$ cat config.mk
export PLATFORM = sky130hd
export DESIGN_NAME = ide_sector_reader
export DESIGN_NICKNAME = d
export VERILOG_FILES = /design/src/rtl/ide_rd_pkg.sv /design/src/rtl/ide_lba_map.sv /design/src/rtl/ide_bus_cycle.sv /design/src/rtl/ide_sector_reader.sv
export SDC_FILE = /design/constraint.sdc
export NUM_CORES = 1
export LEC_CHECK = 0
export BUFFER_PORTS_ARGS = -buffer_cell sky130_fd_sc_hd__buf_2
export CAP_MARGIN = 20
export CORE_ASPECT_RATIO = 1.4
export CORE_UTILIZATION = 35
export DETAILED_ROUTE_END_ITERATION = 12
export GPL_TIMING_DRIVEN = 0
export PLACE_DENSITY_LB_ADDON = 0.12
export SYNTH_ARGS = -nofsm -noshare
export SYNTH_HDL_FRONTEND = slang
export SYNTH_HIERARCHICAL = 1
export SYNTH_SLANG_ARGS = --single-unit
$ cat constraint.sdc
create_clock -name clk -period 2.9 [get_ports clk]
set_clock_uncertainty 0.1 [all_clocks]
set_input_delay 0.145 -clock clk [delete_from_list [all_inputs] [get_ports clk]]
set_output_delay 0.145 -clock clk [all_outputs]
set_load 0.01 [all_outputs]
$ cat src/rtl/ide_rd_pkg.sv
package ide_rd_pkg;

    typedef enum logic [3:0] {
        S_RST_PULSE,
        S_RST_WAIT,
        S_LOGIN_SDH,
        S_LOGIN_POLL,
        S_DEAD,
        S_IDLE,
        S_PROG,
        S_WAIT_RDY,
        S_CMD,
        S_WAIT_DRQ,
        S_RD_WORD,
        S_EMIT_LO,
        S_EMIT_HI,
        S_FINAL_STAT,
        S_DONE
    } seq_state_t;

    typedef enum logic [2:0] {
        PH_IDLE,
        PH_ADDR,
        PH_STRB,
        PH_HOLD,
        PH_CLR
    } bus_phase_t;

    typedef struct packed {
        logic        wr;
        logic        alt;
        logic [2:0]  a;
        logic [15:0] wdata;
    } bus_req_t;

    localparam logic [2:0] TF_DATA   = 3'd0;
    localparam logic [2:0] TF_SECCNT = 3'd2;
    localparam logic [2:0] TF_SECNUM = 3'd3;
    localparam logic [2:0] TF_CYLLO  = 3'd4;
    localparam logic [2:0] TF_CYLHI  = 3'd5;
    localparam logic [2:0] TF_DRVHD  = 3'd6;
    localparam logic [2:0] TF_CMDST  = 3'd7;

    localparam logic [7:0] OP_READ_SECT  = 8'h20;
    localparam logic [7:0] DRVHD_MASTER  = 8'hE0;

    localparam int ST_BSY = 7;
    localparam int ST_RDY = 6;
    localparam int ST_DRQ = 3;
    localparam int ST_ERR = 0;

endpackage

$ cat src/rtl/ide_lba_map.sv
module ide_lba_map #(
    parameter int TRK_LOW_W = 8,
    parameter int SPT_LOG2  = 6,
    parameter int SEC_W     = 8,
    parameter int LBA_W     = 16
) (
    input  logic [TRK_LOW_W-1:0] trk_low,
    input  logic [SEC_W-1:0]     sec,
    output logic [LBA_W-1:0]     lba
);
    always_comb begin
        lba = (LBA_W'(trk_low) << SPT_LOG2) + LBA_W'(sec);
    end
endmodule

$ cat src/rtl/ide_bus_cycle.sv
module ide_bus_cycle
    import ide_rd_pkg::*;
#(
    parameter int STB_CYC = 2
) (
    input  logic        clk,
    input  logic        rst_n,
    input  logic        go,
    input  bus_req_t    req,
    output logic [15:0] rdata,
    output logic        done,
    output logic [2:0]  ide_addr,
    output logic        ide_cs0,
    output logic        ide_cs1,
    output logic        ide_rd,
    output logic        ide_wr,
    output logic [15:0] ide_dout,
    output logic        ide_doe,
    input  logic [15:0] ide_din
);
    localparam int PW = $clog2(STB_CYC + 1);

    bus_phase_t     phase;
    logic [PW-1:0]  pcnt;
    bus_req_t       held;
    logic           last;
    logic           drive;

    assign last = (pcnt == PW'(STB_CYC - 1));

    always_ff @(posedge clk) begin
        if (!rst_n) begin
            phase <= PH_IDLE;
            pcnt  <= '0;
            held  <= '0;
            rdata <= '0;
        end else begin
            unique case (phase)
                PH_IDLE: begin
                    if (go) begin
                        held  <= req;
                        phase <= PH_ADDR;
                        pcnt  <= '0;
                    end
                end
                PH_ADDR: begin
                    pcnt <= last ? '0 : pcnt + PW'(1);
                    if (last) phase <= PH_STRB;
                end
                PH_STRB: begin
                    pcnt <= last ? '0 : pcnt + PW'(1);
                    if (last) begin
                        phase <= PH_HOLD;
                        if (!held.wr) rdata <= ide_din;
                    end
                end
                PH_HOLD: begin
                    pcnt <= last ? '0 : pcnt + PW'(1);
                    if (last) phase <= PH_CLR;
                end
                PH_CLR:  phase <= PH_IDLE;
                default: phase <= PH_IDLE;
            endcase
        end
    end

    always_comb begin
        drive    = (phase == PH_ADDR) || (phase == PH_STRB) || (phase == PH_HOLD);
        ide_addr = drive ? held.a : 3'd0;
        ide_cs0  = drive && !held.alt;
        ide_cs1  = drive && held.alt;
        ide_rd   = (phase == PH_STRB) && !held.wr;
        ide_wr   = (phase == PH_STRB) && held.wr;
        ide_doe  = drive && held.wr;
        ide_dout = ide_doe ? held.wdata : 16'h0000;
        done     = (phase == PH_CLR);
    end

    AST_STROBES_EXCLUSIVE: assert property (@(posedge clk) disable iff (!rst_n) !(ide_rd && ide_wr));
    AST_STROBE_UNDER_SELECT: assert property (@(posedge clk) disable iff (!rst_n) (ide_rd || ide_wr) |-> (ide_cs0 || ide_cs1));
    AST_RELEASE_BEFORE_DESELECT: assert property (@(posedge clk) disable iff (!rst_n) ($fell(ide_rd) || $fell(ide_wr)) |-> ((ide_cs0 || ide_cs1) && $stable(ide_addr)));
    AST_SELECT_BEFORE_STROBE: assert property (@(posedge clk) disable iff (!rst_n) ($rose(ide_rd) || $rose(ide_wr)) |-> $past(ide_cs0 || ide_cs1));

endmodule

$ cat src/rtl/ide_sector_reader.sv
module ide_sector_reader
    import ide_rd_pkg::*;
#(
    parameter int TRK_W        = 16,
    parameter int SEC_W        = 8,
    parameter int TRK_LOW_W    = 8,
    parameter int SPT_LOG2     = 6,
    parameter int WORDS        = 256,
    parameter int STB_CYC      = 2,
    parameter int RST_CYC      = 32,
    parameter int POST_RST_CYC = 3_200_000,
    parameter int POLL_MAX     = 65_025,
    parameter int LOGIN_POLLS  = 255
) (
    input  logic             clk,
    input  logic             rst_n,
    input  logic             req_valid,
    input  logic [TRK_W-1:0] req_track,
    input  logic [SEC_W-1:0] req_sector,
    output logic             req_ready,
    output logic             done,
    output logic             done_err,
    output logic             login_fail,
    output logic             out_valid,
    input  logic             out_ready,
    output logic [7:0]       out_byte,
    output logic [2:0]       ide_addr,
    output logic             ide_cs0,
    output logic             ide_cs1,
    output logic             ide_rd,
    output logic             ide_wr,
    output logic             ide_rst,
    output logic [15:0]      ide_dout,
    output logic             ide_doe,
    input  logic [15:0]      ide_din
);
    localparam int LBA_W   = 16;
    localparam int MAX_A   = (RST_CYC > POST_RST_CYC) ? RST_CYC : POST_RST_CYC;
    localparam int MAX_B   = (POLL_MAX > LOGIN_POLLS) ? POLL_MAX : LOGIN_POLLS;
    localparam int CNT_MAX = (MAX_A > MAX_B) ? MAX_A : MAX_B;
    localparam int CNT_W   = $clog2(CNT_MAX + 1);
    localparam int WIDX_W  = $clog2(WORDS);

    seq_state_t        state, state_n;
    logic [CNT_W-1:0]  cnt;
    logic              cnt_step;
    logic [WIDX_W-1:0] widx;
    logic [LBA_W-1:0]  lba_w, lba_q;
    logic [15:0]       word_q;
    logic              err_q, set_err;
    logic              waiting;
    logic              bus_state, bus_go, bus_done;
    bus_req_t          bus_req;
    logic [15:0]       bus_rdata;
    logic              unused_trk_hi;

    assign unused_trk_hi = ^req_track[TRK_W-1:TRK_LOW_W];

    ide_lba_map #(
        .TRK_LOW_W (TRK_LOW_W),
        .SPT_LOG2  (SPT_LOG2),
        .SEC_W     (SEC_W),
        .LBA_W     (LBA_W)
    ) u_lba (
        .trk_low (req_track[TRK_LOW_W-1:0]),
        .sec     (req_sector),
        .lba     (lba_w)
    );

    ide_bus_cycle #(.STB_CYC(STB_CYC)) u_bus (
        .clk      (clk),
        .rst_n    (rst_n),
        .go       (bus_go),
        .req      (bus_req),
        .rdata    (bus_rdata),
        .done     (bus_done),
        .ide_addr (ide_addr),
        .ide_cs0  (ide_cs0),
        .ide_cs1  (ide_cs1),
        .ide_rd   (ide_rd),
        .ide_wr   (ide_wr),
        .ide_dout (ide_dout),
        .ide_doe  (ide_doe),
        .ide_din  (ide_din)
    );

    // next state
    always_comb begin
        state_n  = state;
        set_err  = 1'b0;
        cnt_step = bus_done;
        unique case (state)
            S_RST_PULSE: begin
                cnt_step = 1'b1;
                if (cnt == CNT_W'(RST_CYC - 1)) state_n = S_RST_WAIT;
            end
            S_RST_WAIT: begin
                cnt_step = 1'b1;
                if (cnt == CNT_W'(POST_RST_CYC - 1)) state_n = S_LOGIN_SDH;
            end
            S_LOGIN_SDH:  if (bus_done) state_n = S_LOGIN_POLL;
            S_LOGIN_POLL: begin
                if (bus_done) begin
                    if (!bus_rdata[ST_BSY])                    state_n = S_IDLE;
                    else if (cnt == CNT_W'(LOGIN_POLLS - 1))   state_n = S_DEAD;
                end
            end
            S_DEAD:       state_n = S_DEAD;
            S_IDLE:       if (req_valid) state_n = S_PROG;
            S_PROG:       if (bus_done && cnt == CNT_W'(3)) state_n = S_WAIT_RDY;
            S_WAIT_RDY: begin
                if (bus_done) begin
                    if (bus_rdata[ST_BSY:ST_RDY] == 2'b01) state_n = S_CMD;
                    else if (cnt == CNT_W'(POLL_MAX - 1)) begin
                        state_n = S_DONE;
                        set_err = 1'b1;
                    end
                end
            end
            S_CMD:        if (bus_done) state_n = S_WAIT_DRQ;
            S_WAIT_DRQ: begin
                if (bus_done) begin
                    if (!bus_rdata[ST_BSY] && bus_rdata[ST_DRQ]) state_n = S_RD_WORD;
                    else if (cnt == CNT_W'(POLL_MAX - 1)) begin
                        state_n = S_DONE;
                        set_err = 1'b1;
                    end
                end
            end
            S_RD_WORD:    if (bus_done) state_n = S_EMIT_LO;
            S_EMIT_LO:    if (out_ready) state_n = S_EMIT_HI;
            S_EMIT_HI: begin
                if (out_ready)
                    state_n = (widx == WIDX_W'(WORDS - 1)) ? S_FINAL_STAT : S_RD_WORD;
            end
            S_FINAL_STAT: begin
                if (bus_done) begin
                    state_n = S_DONE;
                    set_err = bus_rdata[ST_ERR];
                end
            end
            S_DONE:       state_n = S_IDLE;
            default:      state_n = S_RST_PULSE;
        endcase
    end

    // state register and datapath
    always_ff @(posedge clk) begin
        if (!rst_n) begin
            state   <= S_RST_PULSE;
            cnt     <= '0;
            widx    <= '0;
            lba_q   <= '0;
            word_q  <= '0;
            err_q   <= 1'b0;
            waiting <= 1'b0;
        end else begin
            state <= state_n;
            if (state_n != state) cnt <= '0;
            else if (cnt_step)    cnt <= cnt + CNT_W'(1);
            if (state == S_IDLE && req_valid) lba_q <= lba_w;
            if (state == S_IDLE)                      widx <= '0;
            else if (state == S_EMIT_HI && out_ready) widx <= widx + WIDX_W'(1);
            if (state == S_RD_WORD && bus_done) word_q <= bus_rdata;
            if (state == S_IDLE)  err_q <= 1'b0;
            else if (set_err)     err_q <= 1'b1;
            if (bus_go)           waiting <= 1'b1;
            else if (bus_done)    waiting <= 1'b0;
        end
    end

    // outputs
    always_comb begin
        bus_state = 1'b0;
        bus_req   = '0;
        unique case (state)
            S_LOGIN_SDH: begin
                bus_state = 1'b1;
                bus_req   = '{wr: 1'b1, alt: 1'b0, a: TF_DRVHD, wdata: {8'h00, DRVHD_MASTER}};
            end
            S_LOGIN_POLL, S_WAIT_RDY, S_WAIT_DRQ, S_FINAL_STAT: begin
                bus_state = 1'b1;
                bus_req   = '{wr: 1'b0, alt: 1'b0, a: TF_CMDST, wdata: 16'h0000};
            end
            S_PROG: begin
                bus_state = 1'b1;
                unique case (cnt[1:0])
                    2'd0:    bus_req = '{wr: 1'b1, alt: 1'b0, a: TF_CYLHI,  wdata: 16'h0000};
                    2'd1:    bus_req = '{wr: 1'b1, alt: 1'b0, a: TF_CYLLO,  wdata: {8'h00, lba_q[15:8]}};
                    2'd2:    bus_req = '{wr: 1'b1, alt: 1'b0, a: TF_SECNUM, wdata: {8'h00, lba_q[7:0]}};
                    default: bus_req = '{wr: 1'b1, alt: 1'b0, a: TF_SECCNT, wdata: 16'h0001};
                endcase
            end
            S_CMD: begin
                bus_state = 1'b1;
                bus_req   = '{wr: 1'b1, alt: 1'b0, a: TF_CMDST, wdata: {8'h00, OP_READ_SECT}};
            end
            S_RD_WORD: begin
                bus_state = 1'b1;
                bus_req   = '{wr: 1'b0, alt: 1'b0, a: TF_DATA, wdata: 16'h0000};
            end
            default: begin
                bus_state = 1'b0;
                bus_req   = '0;
            end
        endcase
        bus_go     = bus_state && !waiting;
        ide_rst    = (state == S_RST_PULSE);
        req_ready  = (state == S_IDLE);
        login_fail = (state == S_DEAD);
        done       = (state == S_DONE);
        done_err   = (state == S_DONE) && err_q;
        out_valid  = (state == S_EMIT_LO) || (state == S_EMIT_HI);
        out_byte   = (state == S_EMIT_HI) ? word_q[15:8] : word_q[7:0];
    end

    AST_DONE_SINGLE: assert property (@(posedge clk) disable iff (!rst_n) done |=> !done);
    AST_STALL_HOLD: assert property (@(posedge clk) disable iff (!rst_n) (out_valid && !out_ready) |=> (out_valid && $stable(out_byte)));
    AST_NO_STROBE_WHILE_BYTE: assert property (@(posedge clk) disable iff (!rst_n) out_valid |-> !(ide_rd || ide_wr));
    AST_CMD_AFTER_READY: assert property (@(posedge clk) disable iff (!rst_n) (state == S_CMD && $past(state) == S_WAIT_RDY) |-> (bus_rdata[ST_BSY:ST_RDY] == 2'b01));
    AST_DATA_AFTER_DRQ: assert property (@(posedge clk) disable iff (!rst_n) (state == S_RD_WORD && $past(state) == S_WAIT_DRQ) |-> (!bus_rdata[ST_BSY] && bus_rdata[ST_DRQ]));
    AST_ERR_FROM_STATUS: assert property (@(posedge clk) disable iff (!rst_n) (done && $past(state) == S_FINAL_STAT) |-> (done_err == bus_rdata[ST_ERR]));
    AST_RST_ONLY_IN_BRINGUP: assert property (@(posedge clk) disable iff (!rst_n) (req_ready || login_fail) |-> !ide_rst);

endmodule

==> impl_metrics.yaml <==
placement:
  place_congestion: 0.908
  place_hpwl_mm: 13.0
  placed_cells: 1061
  io_buffer_count: 67
cts:
  tritoncts: "done"
  clk_pin_slew_ns: 0.08
  cts.htree.levels: 3
  cts_root_buffer: "clkbuf_16"
  clk_latency_ns: 0.36
  cts_buffers: 9
  cts_buffer_depth: 2
  clock_sinks: 110
global_routing:
  grt_max_degree: 21
  grt_pass1_wl_mm: 28.0
  grt_pass1_vias: 5538
  antenna_found_initial: 0
  overflow: 0
  grtUsageTotal: 0.196
synthesis:
  ys.flop_type: "dfxtp_1"
  synthArstFlopShare: 0
  ys_warn_count: 6
  netlist.area_leader.share: 0.355
  synth_common_cells: "nand2_1, dfxtp_1, nor2_1"
  synthTopCellsByArea: "dfxtp_1, nand2_1, nor3_2"
  ys_types: 73
  ys_seq_elements: 110
  avgSynthCellArea_um2: 8.26
  synth_edf_count: 0
  yosysMostFrequentCell: "nand2_1"
  synth_area_mm2: 0.00620
  seq_area_frac_synth: 0.355
  yosysTopAreaCell: "dfxtp_1"
  postSynthCellCount: 750
critical_path:
  critPathCaptureType: "flip-flop"
  reg2reg_depth: 8
  cp_data_required_time_ns: 3.04
  timing.rr.end: "cnt[17]"
  critical_path.max_fanout: 10
  startpoint: "state[2]"
  path_class: "flip-flop to flip-flop"
  ff2ff_setup_slack_ns: 0.14
  reg2reg_from: "state[2]"
  crit_arrival_ns: 2.90
  cp-start-kind: "flip-flop"
  endpoint: "cnt[17]"
timing:
  finalSetupViolCount: 0
  maxSlewViolCount: 0
  tightest_slew_ns: 0.694
  tns_ns: 0
  rsz0062_at_grt: "false"
  fin_crit_ns: 2.76
  fmax_ghz: 0.363
  finalCritPeriodShare: 0.950
  final-hold-violation-count: 0
  relSlewSlack: 0.534
floorplan:
  fp.dieH_um: 159
  initial_core_util: 0.358
  io_pins: 82
  core_mm2: 0.0173
  dieArea_mm2: 0.0183
  rows: 57
  die_x_um: 114
route:
  viasPerCell: 5.09
  postRouteAntennaNets: 0
  finalWirelength_mm: 17.2
  firstDrtPassIters: 5
  drc: 0
  drtIter0Drc: 396
  wl_per_cell_um: 15.6
  vias: 5599
cells_and_area:
  nets: 911
  antenna-diode-count: 0
  postLayoutCoreUtil: 0.430
  fin_cells: 1100
  drive_above_1_share: 0.183
  filler_cell_count: 1801
  syn_to_final_growth_pct: 20.2
run:
  drv_cap: 0
run_status:
  status: "finished clean"
hold_path:
  holdCritPathClass: "input port to flip-flop"
power:
  power_density_mw_per_mm2: 443
  peakVddDrop_v: 0.000313
  p_leak_nw: 2.82
  fin_total_pwr_mw: 3.30
where the power goes:
group	internal [mW]	switching [mW]	total [mW]
combinational	0.150	0.204	0.354
clock	0.779	0.618	1.40
sequential	1.53	0.0205	1.55
state kept, by name (all words and copies together), names as in the netlist, 3 cells and up:
signal and flops:
cnt 22, state 4, lba_q 16, widx 8, u_bus/phase 3, u_bus/held 21, u_bus/rdata 16, word_q 16
stage by stage:
step	setup slack, ns	area, um2	hold slack [ns]
6_report	0.145	7450	0.0208
5_1_grt	0.0473	7450	0.0424
4_1_cts	0.0401	7430	0.0139
3_5_place_dp	0.0758	6860	0.300
3_3_place_gp	0.0588	6860	0.292
2_1_floorplan	0.684	6230	0.187
layout by cell type (no fill, tap or decap), types with 3 or more instances in the layout:
master	Yosys	layout
inv_1	14	14
nand3b_1	3	3
o21ai_0	14	14
nor2_1	40	40
mux2i_1	17	17
nor2b_1	10	10
and2_1	11	11
clkbuf_1	26	26
ha_1	7	7
o21a_1	5	5
nand2_1	169	169
and3_1	24	24
nor4bb_1	4	4
nor3b_1	3	3
and4_1	4	4
nand2b_1	6	6
buf_6	9	9
buf_4	15	15
a21boi_0	27	27
a21boi_1	26	26
nand4_1	16	16
xor2_1	14	14
clkbuf_16	0	9
nor3_2	21	21
dlygate4sd3_1	0	23
or3_1	3	3
a21oi_1	15	15
a22oi_1	8	8
o21ai_1	3	3
conb_1	2	10
buf_2	6	73
dfxtp_1	110	110
mux2_2	9	9
xnor2_1	22	22
nand3_1	14	13
nor4_1	5	5
nor3_1	18	18
worst min-delay path by stage:
stage                            start               to  slack [ns]  cells after the start
after floorplan            ide_din[10]  u_bus/rdata[10]        0.19                      2
after global placement      ide_din[3]   u_bus/rdata[3]        0.29                      3
after detailed placement   ide_din[12]  u_bus/rdata[12]        0.30                      3
after CTS                 req_track[5]        lba_q[11]        0.01                      4
after global routing         out_ready          widx[1]        0.04                      3
final                     req_track[5]        lba_q[11]        0.02                      4
worst max-delay path: stages (launching register included):
cell and delay [ns]:
dfxtp_1 0.40, buf_4 0.21, nor4bb_1 0.55, nand4_1 0.16, a2111oi_1 0.60, o21bai_1 0.19
nand4_4 0.21, buf_12 0.17, nor3_2 0.05
what timing repair did:
item                                   in CTS  in global routing
endpoints found under the hold margin      23                  0
hold buffers                               23                  0
gates resized for setup                     0                  3
buffers inserted                            0                  0
setup endpoints to repair                   0                 30
final cells by class:
| type | count | area, um2 | share of cell area |
|---|---|---|---|
| inverters | 15 | 56.3 | 0.00756 |
| multi-input cells | 574 | 3600 | 0.483 |
| plain buffers | 59 | 389 | 0.0522 |
| well taps | 236 | 295 | 0.0396 |
| clock buffers | 9 | 225 | 0.0302 |
| clock inverters | 7 | 119 | 0.0160 |
| repair buffers | 90 | 566 | 0.0759 |
| flip-flops and latches | 110 | 2200 | 0.296 |
kinds of logic (layout without fill, tap and decap cells):
logic type	Yosys count	count (layout)	share of synthesized area
and+or+nand+nor	367	367	0.312
AOI/OAI and AO/OA	127	127	0.148
DFF	110	110	0.355
buffers and inverters	74	180	0.0719
xor gates and xnor gates	36	36	0.0509
muxes	26	26	0.0438
adders and majority gates	8	8	0.0174
other	2	10	0.00121
routing by layer:
layer  vias up  routed length [um]  global-route usage
li1       2794                   -                   -
met4         0                 521              0.0844
met2       156                8660               0.337
met5         -                   0                   0
met1      2606                7270               0.239
met3        43                 728              0.0305
Note: power is estimated with default switching activity, not from simulation.
